--- src/rtl/hdr_ratio_detect.sv ---
module hdr_ratio_detect #(
  parameter int DATA_W  = 32,
  parameter int ENC_IDX = 69,
  parameter int CMP_IDX = 229,
  parameter int ENC_LO  = 2,
  parameter int CMP_BIT = 1
) (
  input  logic              clk,
  input  logic              rst_n,
  input  logic              start_i,
  input  logic              wide_i,
  input  logic              s_valid,
  output logic              s_ready,
  input  logic [DATA_W-1:0] s_data,
  input  logic              s_last,
  output logic              m_valid,
  input  logic              m_ready,
  output logic [DATA_W-1:0] m_data,
  output logic              m_last,
  output logic [1:0]        ratio_o,
  output logic              ratio_valid_o,
  output logic              short_err_o
);
  localparam int CNT_W = $clog2(CMP_IDX + 2);
  localparam logic [CNT_W-1:0] ENC_AT = CNT_W'(ENC_IDX);
  localparam logic [CNT_W-1:0] CMP_AT = CNT_W'(CMP_IDX);
  localparam logic [CNT_W-1:0] SAT_AT = CNT_W'(CMP_IDX + 1);

  assign m_valid = s_valid;
  assign m_data  = s_data;
  assign m_last  = s_last;
  assign s_ready = m_ready;

  logic [CNT_W-1:0] idx_q, idx_base;
  logic             enc_q, done_q, err_q;
  logic [1:0]       ratio_q, ratio_next;
  logic             xfer, live, cmp_now;

  assign xfer     = s_valid & m_ready;
  assign live     = start_i | (~done_q & ~err_q);
  assign idx_base = start_i ? '0 : idx_q;
  assign cmp_now  = ~s_data[CMP_BIT];

  always_comb begin
    if (!enc_q && !cmp_now) ratio_next = 2'd0;
    else ratio_next = (cmp_now ? 2'd2 : 2'd1) + {1'b0, wide_i};
  end

  always_ff @(posedge clk) begin
    if (!rst_n) begin
      idx_q   <= '0;
      enc_q   <= 1'b0;
      done_q  <= 1'b0;
      err_q   <= 1'b0;
      ratio_q <= 2'd0;
    end else begin
      if (start_i) begin
        idx_q   <= '0;
        enc_q   <= 1'b0;
        done_q  <= 1'b0;
        err_q   <= 1'b0;
        ratio_q <= 2'd0;
      end
      if (xfer && live) begin
        if (idx_base != SAT_AT) idx_q <= idx_base + 1'b1;
        if (idx_base == ENC_AT) enc_q <= |s_data[ENC_LO+1:ENC_LO];
        if (idx_base == CMP_AT) begin
          done_q  <= 1'b1;
          ratio_q <= ratio_next;
        end
        if (s_last && idx_base < CMP_AT) err_q <= 1'b1;
      end
    end
  end

  assign ratio_o       = ratio_q;
  assign ratio_valid_o = done_q;
  assign short_err_o   = err_q;

  a_r7_hold_result: assert property (@(posedge clk) disable iff (!rst_n)
    (ratio_valid_o && !start_i) |=> (ratio_valid_o && $stable(ratio_o)));

  a_r6_valid_after_handshake: assert property (@(posedge clk) disable iff (!rst_n)
    $rose(ratio_valid_o) |-> $past(s_valid && m_ready));

  a_r8_error_excludes_result: assert property (@(posedge clk) disable iff (!rst_n)
    !(short_err_o && ratio_valid_o));

  a_r9_start_clears: assert property (@(posedge clk) disable iff (!rst_n)
    (start_i && !(s_valid && m_ready)) |=> (!ratio_valid_o && !short_err_o && ratio_o == 2'd0));

  a_r10_stall_no_count: assert property (@(posedge clk) disable iff (!rst_n)
    (!(s_valid && m_ready) && !start_i) |=> $stable(idx_q));
endmodule

--- config.mk ---
export PLATFORM = sky130hd
export DESIGN_NAME = hdr_ratio_detect
export DESIGN_NICKNAME = d
export VERILOG_FILES = /design/src/rtl/hdr_ratio_detect.sv
export SDC_FILE = /design/constraint.sdc
export NUM_CORES = 1
export LEC_CHECK = 0
export BUFFER_PORTS_ARGS = -buffer_cell sky130_fd_sc_hd__buf_2
export CORE_ASPECT_RATIO = 0.7
export CORE_MARGIN = 5
export CORE_UTILIZATION = 41
export DETAILED_ROUTE_END_ITERATION = 7
export PLACE_DENSITY = 0.82
export SLEW_MARGIN = 20
export SYNTH_ARGS = -nofsm -noshare
export SYNTH_HDL_FRONTEND = slang
export SYNTH_SLANG_ARGS = --single-unit
--- constraint.sdc ---
create_clock -name clk -period 1.97 [get_ports clk]
set_clock_uncertainty 0.1 [all_clocks]
set_input_delay 0.0985 -clock clk [delete_from_list [all_inputs] [get_ports clk]]
set_output_delay 0.0985 -clock clk [all_outputs]
set_load 0.005 [all_outputs]
== Yosys cells after proc, flatten, opt, wreduce, memory -nomap -nowiden ==
Index checks and enable logic that the tools add are counted.

* Input bits: 39
* Flip-flop bits (word level): 13
* Logic and storage cells: 38

* $lt $le $gt $ge: 1
* Equality and inequality tests: 3
* Add/sub/neg operators: 2
* Bitwise logic cells: 5
* Reduce and logical (&&, ||, !) cells: 5
* Multiplexer cells: 17

{| class="wikitable"
|+ Operators by type and width
! kind !! count
|-
| $mux 8 || 3
|-
| $mux 2 || 5
|-
| $mux 1 || 9
|-
| $add 8x1->8 const B || 1
|-
| $eq 8x7->1 const B || 1
|-
| $eq 8x8->1 const B || 1
|-
| $lt 8x8->1 const B || 1
|-
| $ne 8x8->1 const B || 1
|-
| $logic_and 1x1->1 || 3
|-
| $add 2x1->2 || 1
|-
| $and 1x1->1 || 2
|-
| $not 1->1 || 2
|-
| $reduce_or 2->1 || 1
|-
| $logic_not 1->1 || 1
|-
| $or 1x1->1 || 1
|}

== Longest topological paths before layout ==
Gate-level depths: netlist (run 1).

* Depth in word-level cells: 5
* Depth in mapped cells: 7

== Least setup slack after synthesis (run 1) ==
Ideal clock, no wire load.

* Path kind: flip-flop to flip-flop
* Start point: reg idx_q[1]
* End point: reg ratio_q[0], in the netlist ratio_o[0]
* Cell stages (with the launch flop): 7
* Setup time: 0.120 ns
* Arrival: 1.149 ns
* Path slack: 0.601 ns
* Cell sequence: dfxtp_1 -> and2b_1 -> inv_1 -> ha_1 -> nor3b_2 -> nand4_2 -> mux2i_1

* Word-level cells in the longest chain between the ends: 4

{| class="wikitable"
|+ RTL lines
! what !! line !! RTL
|-
| from (decl) || 34 || <nowiki>logic [CNT_W-1:0] idx_q, idx_base;</nowiki>
|-
| from (signal assigned) || 65 || <nowiki>if (idx_base != SAT_AT) idx_q <= idx_base + 1'b1;</nowiki>
|-
| $mux 8 || 41 || <nowiki>assign idx_base = start_i ? '0 : idx_q;</nowiki>
|-
| $eq 8x8->1 || 67 || <nowiki>if (idx_base == CMP_AT) begin</nowiki>
|-
| $mux 2 || 67 ||
|-
| $mux 2 || 64 || <nowiki>if (xfer && live) begin</nowiki>
|-
| to (signal assigned) || 69 || <nowiki>ratio_q <= ratio_next;</nowiki>
|-
| to (decl) || 36 || <nowiki>logic [1:0] ratio_q, ratio_next;</nowiki>
|}

Every way passes these cells.
A chain may end at the register's enable or synchronous reset.

== Worst setup path in the final report (run 1) ==
* Start point: reg idx_q[1]
* End point: reg ratio_q[1], in the netlist ratio_o[1]

The elaborated chain is that of the path after synthesis.

==> impl_results.md, run 1 <==
- Outcome: complete, no violations
- Synthesized area: 1120 um^2
- Largest net degree at the start of global routing: 16
- Flops & latches, synth: 13
- Clock Sinks: 13
- Drt first pass iters: 4
- Clock-pin slew on the worst setup and hold paths: 50 ps
- Iteration-0 DRC Markers: 50
- Height of the die: 53.8 um
- CTS tree: yes
- Placed cell count: 139
- Area of the die: 3910 um^2
- Post-synth net total: 170
- Sequential fraction of the synthesis area: 0.231
- Worst Path Max Fanout: 3
- Wire per inst: 15.3 um
- Via count: 771
- Core ar.: 2530 um^2
- Setup tns final: 0 ps
- # rows: 15
- Worst Hold Class: input port to flip-flop
- Vias per cell: 5.39
- P&R area growth vs syn: -10.0%
- H-Tree Depth: 1
- Cts bufs inserted: 3
- Leakage power: 0.517 nW
- Period utilisation layout: 0.798
- Post-synth ARST share: 0
- Power Dens Cells: 556 nW/um^2
- # resized after CTS: 0
- Layout Cells excl Fill: 143
- Antenna violation net count after detailed routing: 0
- Critical path type: flip-flop to flip-flop
- Vias in the first global route: 771
- Dominant cell type by area after synthesis: buf_4
- Number of I/O pins: 78
- Port bufs: 19
- Critical path capture point type: flip-flop
- Most frequent cells in the layout: 19 x buf_2, 13 x dfxtp_1, 7 x nand2_1, 7 x mux2i_1, 6 x nand2b_1
- DP Worst Slack: 377 ps
- Unrepaired setup endpoints after global routing: no
- Final #Nets: 154
- Slew Limit Fails: 0
- Worst vdd ir: 0.212 mV
- Critical Path Source Type: flip-flop
- Post-synth EDFFs: 0
- First-pass GRT wire length: 3.39 mm
- Fin crit period: 1570 ps
- Finished Core Util: 0.400
- Relative slew slack: 0.729
- Antenna cells: 0
- Actual slew at the worst max-slew pin: 406 ps
- Top FF cell, synth: dfxtp_1
- Initial core utilization: 0.444
- Syn Area/Cell: 8.93 um^2
- Post-CTS Setup Bufs: 0
- Worst Path Arrival: 1600 ps
- Max_cap viols: 0
- Gpl congestion: 0.887
- Ys Warns: 0
- Max Freq: 0.636 GHz
- Post-synth top area share: 0.240
- Antenna violations before repair: 0
- Mapped Cells: 126
- CTS max path bufs: 2
- Final setup vio count: 0
- # hold bufs at CTS: 0
- Routed WL: 2.19 mm
- Total Routing Usage GR: 0.117
- Min Hold Slack: 23.2 ps
- Most area-consuming cells after synthesis: buf_4 24%, dfxtp_1 23%, mux2i_1 6.2%, ha_1 5.6%, nand2b_1 3.3%
- Layout cells sized above 1: 0.257
- Required time worst endpoint: 2000 ps
- DRC Markers: 0
- Overflow after GRT: 0
- Latest clock arrival within the worst-skew pair: 250 ps
- Endpoints failing hold: 0
- DP HPWL: 1.69 mm
- Clock root cell: clkbuf_8
- Fin worst setup slack: 398 ps
- Distinct cells, synth: 40
- Commonest non-fill, non-tap cell in the layout: buf_2
- Die span in x: 72.6 um
[per-layer routing]
metal | share of wire | routed length [um] | GRT usage
met5 | 0 | 0 | 0
met4 | 0.034 | 75 | 0.0675
met3 | 0.10 | 226 | 0.0653
met2 | 0.45 | 992 | 0.178
met1 | 0.41 | 891 | 0.129
[kinds of logic after synthesis]
logic type | after synthesis | synth area share
AO/OA/AOI/OAI | 15 | 0.101
adder cells (fa/ha/maj) | 5 | 0.0556
buffers and inverters | 45 | 0.279
flip-flops | 13 | 0.231
multiplexers | 7 | 0.0623
AND/OR/NAND/NOR | 41 | 0.270
[stage by stage]
step                      power, mW  instance area (um^2)
final                         0.563                  1010
after detailed placement      0.330                   967
after CTS                     0.573                  1010
after floorplan               0.365                  1120
after global routing          0.588                  1010
after global placement        0.328                   967
[cells in the mapped netlist, drive strengths merged, types with 2 or more instances]
master	n
buf	39
dfxtp	13
mux2i	7
nand2	7
nand2b	6
ha	5
inv	5
nand4	5
a21oi	4
nand3b	4
and2b	3
and3	2
and4b	2
o21ai	2
[report_power, final]
part           switching (mW)  internal, mW
clock network          0.0948         0.143
registers             0.00164         0.265
logic                  0.0322        0.0255
total                   0.129         0.434
[cell type report]
class	count	area [um^2]
Clock buffer	4	45.0
Fill cell	264	1520
Timing Repair Buffer	19	95.1
Multi-Input combinational cell	68	551
Sequential cell	13	260
Inverter	5	18.8
Tap cell	34	42.5
[critical path, stage by stage, from the launching register on]
cell and delay, ps:
dfxtp_1 320, and2b_1 200, inv_1 120, ha_1 150, nor3b_2 230, nand4_2 180, mux2i_1 170
[path summary, 6_finish.rpt]
path                  from          end  slack (ps)  cells past startpoint
setup / recovery  idx_q[1]   ratio_o[1]         400                      6
hold / removal      s_last  short_err_o          20                      2
setup reg to reg  idx_q[1]   ratio_o[1]         400                      6
hold reg to reg      enc_q        enc_q         360                      2
[flip-flops by register name (all words and copies together), names as in the netlist]
name / cells
enc_q: 1
ratio_o: 2
short_err_o: 1
ratio_valid_o: 1
idx_q: 8
Power figures use the tool's default switching activity.
==> run 2: changes to the inputs <==
--- a/config.mk
+++ b/config.mk
@@ -8,9 +8,9 @@
 export BUFFER_PORTS_ARGS = -buffer_cell sky130_fd_sc_hd__buf_2
 export CORE_ASPECT_RATIO = 0.7
 export CORE_MARGIN = 5
-export CORE_UTILIZATION = 41
+export CORE_UTILIZATION = 37
 export DETAILED_ROUTE_END_ITERATION = 7
-export PLACE_DENSITY = 0.82
+export PLACE_DENSITY = 0.78
 export SLEW_MARGIN = 20
 export SYNTH_ARGS = -nofsm -noshare
 export SYNTH_HDL_FRONTEND = slang
==> constraint.sdc (replaced) <==
create_clock -name clk -period 1.3 [get_ports clk]
set_clock_uncertainty 0.1 [all_clocks]
set_input_delay 0.065 -clock clk [delete_from_list [all_inputs] [get_ports clk]]
set_output_delay 0.065 -clock clk [all_outputs]
set_load 0.005 [all_outputs]
==> run 2 against run 1 <==
Against the previous run:
- the run now ends with negative setup slack left
- sequential power up 51%
- count of clock-buffer cells in the layout unchanged
- sequential cell count unchanged
- register-to-register slack worse by 580 ps
- clock power up 59%
- sequential share of layout area down 2.7 points
- worst hold slack worse by 7.4 ps
- setup slack worse by 580 ps
==> impl_results.md, run 2 (synthesis results as in run 1) <==
- CP peak stage delay: 320 ps (about the same)
- Post-DP Area: 1010 um^2 (+4.5%)
- Finished Core Util: 0.407 (+0.00740)
- Fin worst setup slack: -177 ps (-576 ps)
- Max_cap viols: 0 (unchanged)
- DP HPWL: 1.68 mm (-0.25%)
- Leakage power: 0.570 nW (+10%)
- Die span in x: 75.9 um (+4.5%)
- Critical Path Source Type: flip-flop
- Most frequent cells in the layout: 20 x buf_2, 9 x dfxtp_1, 7 x nand2_1, 7 x mux2i_1, 7 x buf_4
- Via count: 826 (+7.1%)
- Latest clock arrival within the worst-skew pair: 250 ps (about the same)
- Wire per inst: 15.4 um (+0.74%)
- Grt peak-use layer: met2
- Violated checks: negative setup slack
- Antenna violation net count after detailed routing: 0 (unchanged)
- First-pass GRT wire length: 3.81 mm (+12%)
- Relative slew slack: 0.741 (+0.0115)
- Largest net degree at the start of global routing: 11 (-5)
- Required time worst endpoint: 1350 ps (-650 ps)
- Overflow after GRT: 0 (unchanged)
- CTS max path bufs: 2 (unchanged)
- Critical path type: flip-flop to flip-flop
- Antenna cells: 0 (unchanged)
- Total Routing Usage GR: 0.112 (-0.00471)
- Vias per cell: 5.33 (-1.2%)
- H-Tree Depth: 1 (unchanged)
- Clock Sinks: 13 (unchanged)
- Min Hold Slack: 15.9 ps (-7.36 ps)
- Met3 Usage GRT: 0.0566 (-0.00866)
- Max Freq: 0.677 GHz (+6.4%)
- Endpoints failing hold: 0 (unchanged)
- Outcome: finished with violations
- Gpl congestion: 0.933 (+5.2%)
- Initial core utilization: 0.393 (-0.0510)
- Cts bufs inserted: 3 (unchanged)
- Slew Limit Fails: 0 (unchanged)
- Final setup vio count: 11 (+11)
- Antenna violations before repair: 0 (unchanged)
- Clock root cell: clkbuf_8
- Power Dens Cells: 767 nW/um^2 (+38%)
- Commonest non-fill, non-tap cell in the layout: buf_2
- Worst Hold Class: input port to flip-flop
- Worst path bufs/invs: 0 (-1)
- Cell Chain, Critical Path: and2b_2 -> ha_1 -> nand4bb_1 -> or2_1 -> a41o_1
- Layout cells sized above 1: 0.437 (+0.180)
- Worst Path Max Fanout: 3 (unchanged)
- Number of I/O pins: 78 (unchanged)
- # rows: 16 (+1)
- CP delay by family, top: simple AND/OR/NAND/NOR gates
- Actual slew at the worst max-slew pin: 388 ps (-18.1 ps)
- Post-route cell area: 1160 um^2 (+15%)
- Placed cell count: 146 (+5.0%)
- Met1 usage: 0.129 (+0.000616)
- Final #Nets: 164 (+6.5%)
- Height of the die: 56.1 um (+4.3%)
- Fin crit period: 1480 ps (-94.4 ps)
- Port bufs: 19 (unchanged)
- Drt first pass iters: 4 (unchanged)
- Unrepaired setup endpoints after global routing: yes
- Routed WL: 2.39 mm (+9.2%)
- Vias in the first global route: 806 (+4.5%)
- Worst Path Arrival: 1520 ps (-80 ps)
- Layout Cells excl Fill: 155 (+8.4%)
- Core ar.: 2860 um^2 (+13%)
- P&R area growth vs syn: 3.56%
- Number of flip-flops in the largest register: 8 (unchanged)
- Iteration-0 DRC Markers: 24 (-52%)
- Clock-pin slew on the worst setup and hold paths: 60 ps (about the same)
- Worst vdd ir: 0.304 mV (+44%)
- CTS tree: yes
- Biggest register: idx_q
- Area of the die: 4260 um^2 (+9.0%)
- Slowest cell on crit path: dfxtp_2
- GRT met2 Usage: 0.160 (-0.0184)
- DRC Markers: 0 (unchanged)
- Critical path capture point type: flip-flop
- Period utilisation layout: 1.14 (+0.339)
-- run 2: cell count changes in the layout (fill, tap and decap cells not counted), sizes merged --
cell,delta
buf,+9
dlygate4sd3,+1
-- run 2: layout make-up --
| type | count | area [um^2] |
|---|---|---|
| Sequential cell | 13 | 268 |
| Clock buffer | 4 | 45.0 |
| Fill cell | 296 | 1700 |
| Timing Repair Buffer | 29 | 174 |
| Tap cell | 36 | 45.0 |
| Inverter | 5 | 21.3 |
| Multi-Input combinational cell | 68 | 612 |
-- run 2: power breakdown --
part | leakage (nW) | internal [mW] | switching (mW)
Clock | 0.0228 | 0.217 | 0.160
Combinational | 0.441 | 0.0551 | 0.0573
Sequential | 0.107 | 0.401 | 0.00323
Total | 0.570 | 0.673 | 0.221
-- run 2: worst paths after layout --
kind / from / end / slack (ps) / cells after the start
worst max-delay path: idx_q[1] / idx_q[3] / -180 / 5
worst min-delay path: s_data[2] / enc_q / 20 / 3
worst min register to register: enc_q / enc_q / 350 / 2
worst max register to register: idx_q[1] / idx_q[3] / -180 / 5
-- run 2: timing repair --
item / 4_1_cts / 5_1_grt
endpoints found under the setup margin: 11 / 13
gates cloned: 0 / 1
setup buffers: 1 / 2
endpoints found under the hold margin: 1 / 0
gates resized for setup: 11 / 7
pin swaps: 3 / 7
hold buffers: 1 / 0
-- run 2: per-layer routing --
metal | share of wire | wire length, um
met2 | 0.43 | 1030
met5 | 0 | 0
met3 | 0.10 | 242
met4 | 0.035 | 83
met1 | 0.43 | 1030
-- run 2: worst reg2reg max path, stage by stage (launching register included) --
cell	delay [ps]
dfxtp_2	320
and2b_2	200
ha_1	170
nand4bb_1	140
or2_1	270
a41o_1	180
-- run 2: through the flow --
step	TNS (ps)	power, mW	setup WS [ps]
global placement	-555	0.507	-80.6
detailed placement	-1170	0.510	-162
floorplan	-110	0.554	-29.2
global route	-2140	0.937	-249
finish	-1440	0.894	-177
CTS	-1300	0.902	-165
==> run 3: changes to the inputs <==
--- a/config.mk
+++ b/config.mk
@@ -5,12 +5,13 @@
 export SDC_FILE = /design/constraint.sdc
 export NUM_CORES = 1
 export LEC_CHECK = 0
-export BUFFER_PORTS_ARGS = -buffer_cell sky130_fd_sc_hd__buf_2
+export BUFFER_PORTS_ARGS = -buffer_cell sky130_fd_sc_hd__clkbuf_2
 export CORE_ASPECT_RATIO = 0.7
 export CORE_MARGIN = 5
 export CORE_UTILIZATION = 37
 export DETAILED_ROUTE_END_ITERATION = 7
 export PLACE_DENSITY = 0.78
+export SKIP_LAST_GASP = 1
 export SLEW_MARGIN = 20
 export SYNTH_ARGS = -nofsm -noshare
 export SYNTH_HDL_FRONTEND = slang
==> run 3 against run 2 <==
Against the previous run:
- the flow still finishes with violations (negative setup slack)
- global-route usage fell by 0.75 points
- setup slack gained 10 ps
- power down 1.2%
- sequential cell count unchanged
- utilization fell by 0.57 points
- cell count down 1.3%
- sequential share of layout area up 0.11 points
- fmax rose by 0.69%
- non-clock buffer count down 2
- first-iteration DRC count increased by 63%
- via count increased by 0.48%
- largest power group unchanged
- highest routed layer unchanged
==> impl_results.md, run 3 (synthesis results as in run 1) <==
- Outcome: finished with violations
- Violated checks: negative setup slack
- DR WL met2: 1.09 mm (+6.2%)
- R2R depth: 6 (+1)
- Antenna violation net count after detailed routing: 0 (unchanged)
- Vias per cell: 5.42 (+1.8%)
- Slowest cell on crit path: dfxtp_2
- Relative slew slack: 0.746 (+0.00523)
- CTS max path bufs: 2 (unchanged)
- Vias in the first global route: 794 (-1.5%)
- Clock-pin slew on the worst setup and hold paths: 60 ps (about the same)
- Latest clock arrival within the worst-skew pair: 250 ps (about the same)
- Cts bufs inserted: 3 (unchanged)
- Reg2Reg Setup Slack: -170 ps (about the same)
- Die span in x: 75.9 um (unchanged)
- First-pass GRT wire length: 3.65 mm (-4.1%)
- Largest net degree at the start of global routing: 14 (+3)
- Port bufs: 19 (unchanged)
- DP Worst Slack: -130 ps (+32.1 ps)
- Height of the die: 56.1 um (unchanged)
- Power Dens Cells: 769 nW/um^2 (+0.19%)
- Commonest non-fill, non-tap cell in the layout: clkbuf_2
- Period utilisation layout: 1.13 (-0.00782)
- Uppermost routed layer: met4
- Critical path type: flip-flop to flip-flop
- Actual slew at the worst max-slew pin: 381 ps (-7.84 ps)
- Core ar.: 2860 um^2 (unchanged)
- Gpl congestion: 0.858 (-8.0%)
- Antenna cells: 0 (unchanged)
- Max_cap viols: 0 (unchanged)
- Biggest register: idx_q
- Most frequent cells in the layout: 19 x clkbuf_2, 9 x dfxtp_1, 7 x nand2_1, 7 x mux2i_1
- Clock root cell: clkbuf_8
- CP peak stage delay: 310 ps (about the same)
- Routed length on met1: 1.01 mm (-2.6%)
- DRC Markers: 0 (unchanged)
- P&R area growth vs syn: 2.11%
- Max Freq: 0.682 GHz (+0.69%)
- Crit. Startpoint: idx_q[1]
- Wire per inst: 15.7 um (+1.7%)
- Leakage power: 0.561 nW (-1.7%)
- H-Tree Depth: 1 (unchanged)
- Layout cells sized above 1: 0.427 (-0.00962)
- Post-route cell area: 1150 um^2 (-1.4%)
- CTS tree: yes
- Final setup vio count: 11 (unchanged)
- Clock Sinks: 13 (unchanged)
- Routed WL: 2.40 mm (+0.42%)
- Critical path capture point type: flip-flop
- Number of flip-flops in the largest register: 8 (unchanged)
- Setup tns final: -1240 ps (+201 ps)
- Required time worst endpoint: 1340 ps (about the same)
- Worst Path Arrival: 1500 ps (-20 ps)
- # rows: 16 (unchanged)
- Iteration-0 DRC Markers: 39 (+63%)
- Final #Nets: 162 (-1.2%)
- Unrepaired setup endpoints after global routing: yes
- Fin crit period: 1470 ps (-10.2 ps)
- Worst Hold Class: input port to primary output
- Multi-input logic area: 616 um^2 (+0.61%)
- Metal3 WL: 226 um (-6.6%)
- Worst Path Max Fanout: 3 (unchanged)
- Reg2reg end: ratio_o[0]
- Fin worst setup slack: -167 ps (+10.2 ps)
- Critical Path Source Type: flip-flop
- Cell Chain, Critical Path: and2b_2 -> inv_2 -> ha_4 -> nor3b_4 -> nand4_4 -> mux2i_1
- Number of I/O pins: 78 (unchanged)
- Drt first pass iters: 4 (unchanged)
- Total Routing Usage GR: 0.104 (-0.00746)
- Via count: 830 (+0.48%)
- DP HPWL: 1.69 mm (+0.62%)
- Worst vdd ir: 0.364 mV (+20%)
- Area of the die: 4260 um^2 (unchanged)
- Slew Limit Fails: 0 (unchanged)
- Endpoints failing hold: 0 (unchanged)
- Initial core utilization: 0.393 (unchanged)
- Hold path startpoint: s_data[10]
- Post-DP Area: 1000 um^2 (-0.74%)
- Fill cells: 280 (-5.4%)
- RR Startpoint: idx_q[1]
- Antenna violations before repair: 0 (unchanged)
- CP endpoint: ratio_o[0]
- Overflow after GRT: 0 (unchanged)
- Sequential cell area: 265 um^2 (-0.93%)
==> run 3: changes by cell type in the layout (fill, tap and decap cells not counted) <==
cell,before,now
a21oi_1,2,1
a21oi_2,2,3
and4bb_1,0,1
and4bb_2,1,0
buf_2,20,1
buf_4,7,5
clkbuf_2,0,19
dfxtp_2,3,4
dfxtp_4,1,0
inv_2,1,2
inv_4,1,0
==> run 3: layout make-up <==
| type | count | share of cell area |
|---|---|---|
| inverters | 5 | 0.0163 |
| well taps | 36 | 0.0392 |
| repair buffers | 27 | 0.138 |
| multi-input cells | 68 | 0.536 |
| clock buffers | 4 | 0.0392 |
| flip-flops and latches | 13 | 0.231 |
==> run 3: repair_timing <==
item,4_1_cts,5_1_grt
gates resized for setup,4,12
hold buffers,1,0
buffers inserted,0,2
hold endpoints to repair,1,0
pin swaps,1,9
endpoints found under the setup margin,10,13
gates cloned,0,1
==> run 3: how the worst min path moves through the flow <==
stage                             to  depth (start not counted)
after floorplan            m_data[0]                          1
final                     m_data[10]                          0
after global routing       m_data[7]                          0
after detailed placement  m_data[11]                          0
after CTS                 m_data[11]                          0
after global placement    m_data[11]                          0
==> run 3: metrics by stage <==
step	hold slack [ps]	total power, mW	cells	util
4_1_cts	30.0	0.885	150	0.377
3_3_place_gp	30.0	0.506	145	0.351
2_1_floorplan	111	0.554	126	-
3_5_place_dp	30.0	0.508	145	0.351
6_report	30.0	0.883	153	0.401
5_1_grt	30.0	0.926	153	0.401
==> run 3: routing by layer <==
metal | global-route usage | vias up
li1 | - | 385
met1 | 0.117 | 394
met2 | 0.160 | 35
met3 | 0.0566 | 16
met4 | 0.0533 | 0
met5 | 0 | -
==> run 3: where the power goes <==
group / internal, mW / switching [mW]
clock network: 0.217 / 0.149
logic: 0.0529 / 0.0585
registers: 0.403 / 0.00298
==> run 3: critical path: cells and delay by family, from the launching register on <==
kind / cells / cell delay (ps)
adders and majority gates: 1 / 130
muxes: 1 / 140
buffers and inverters: 1 / 90
and+or+nand+nor: 3 / 590
DFF: 1 / 310
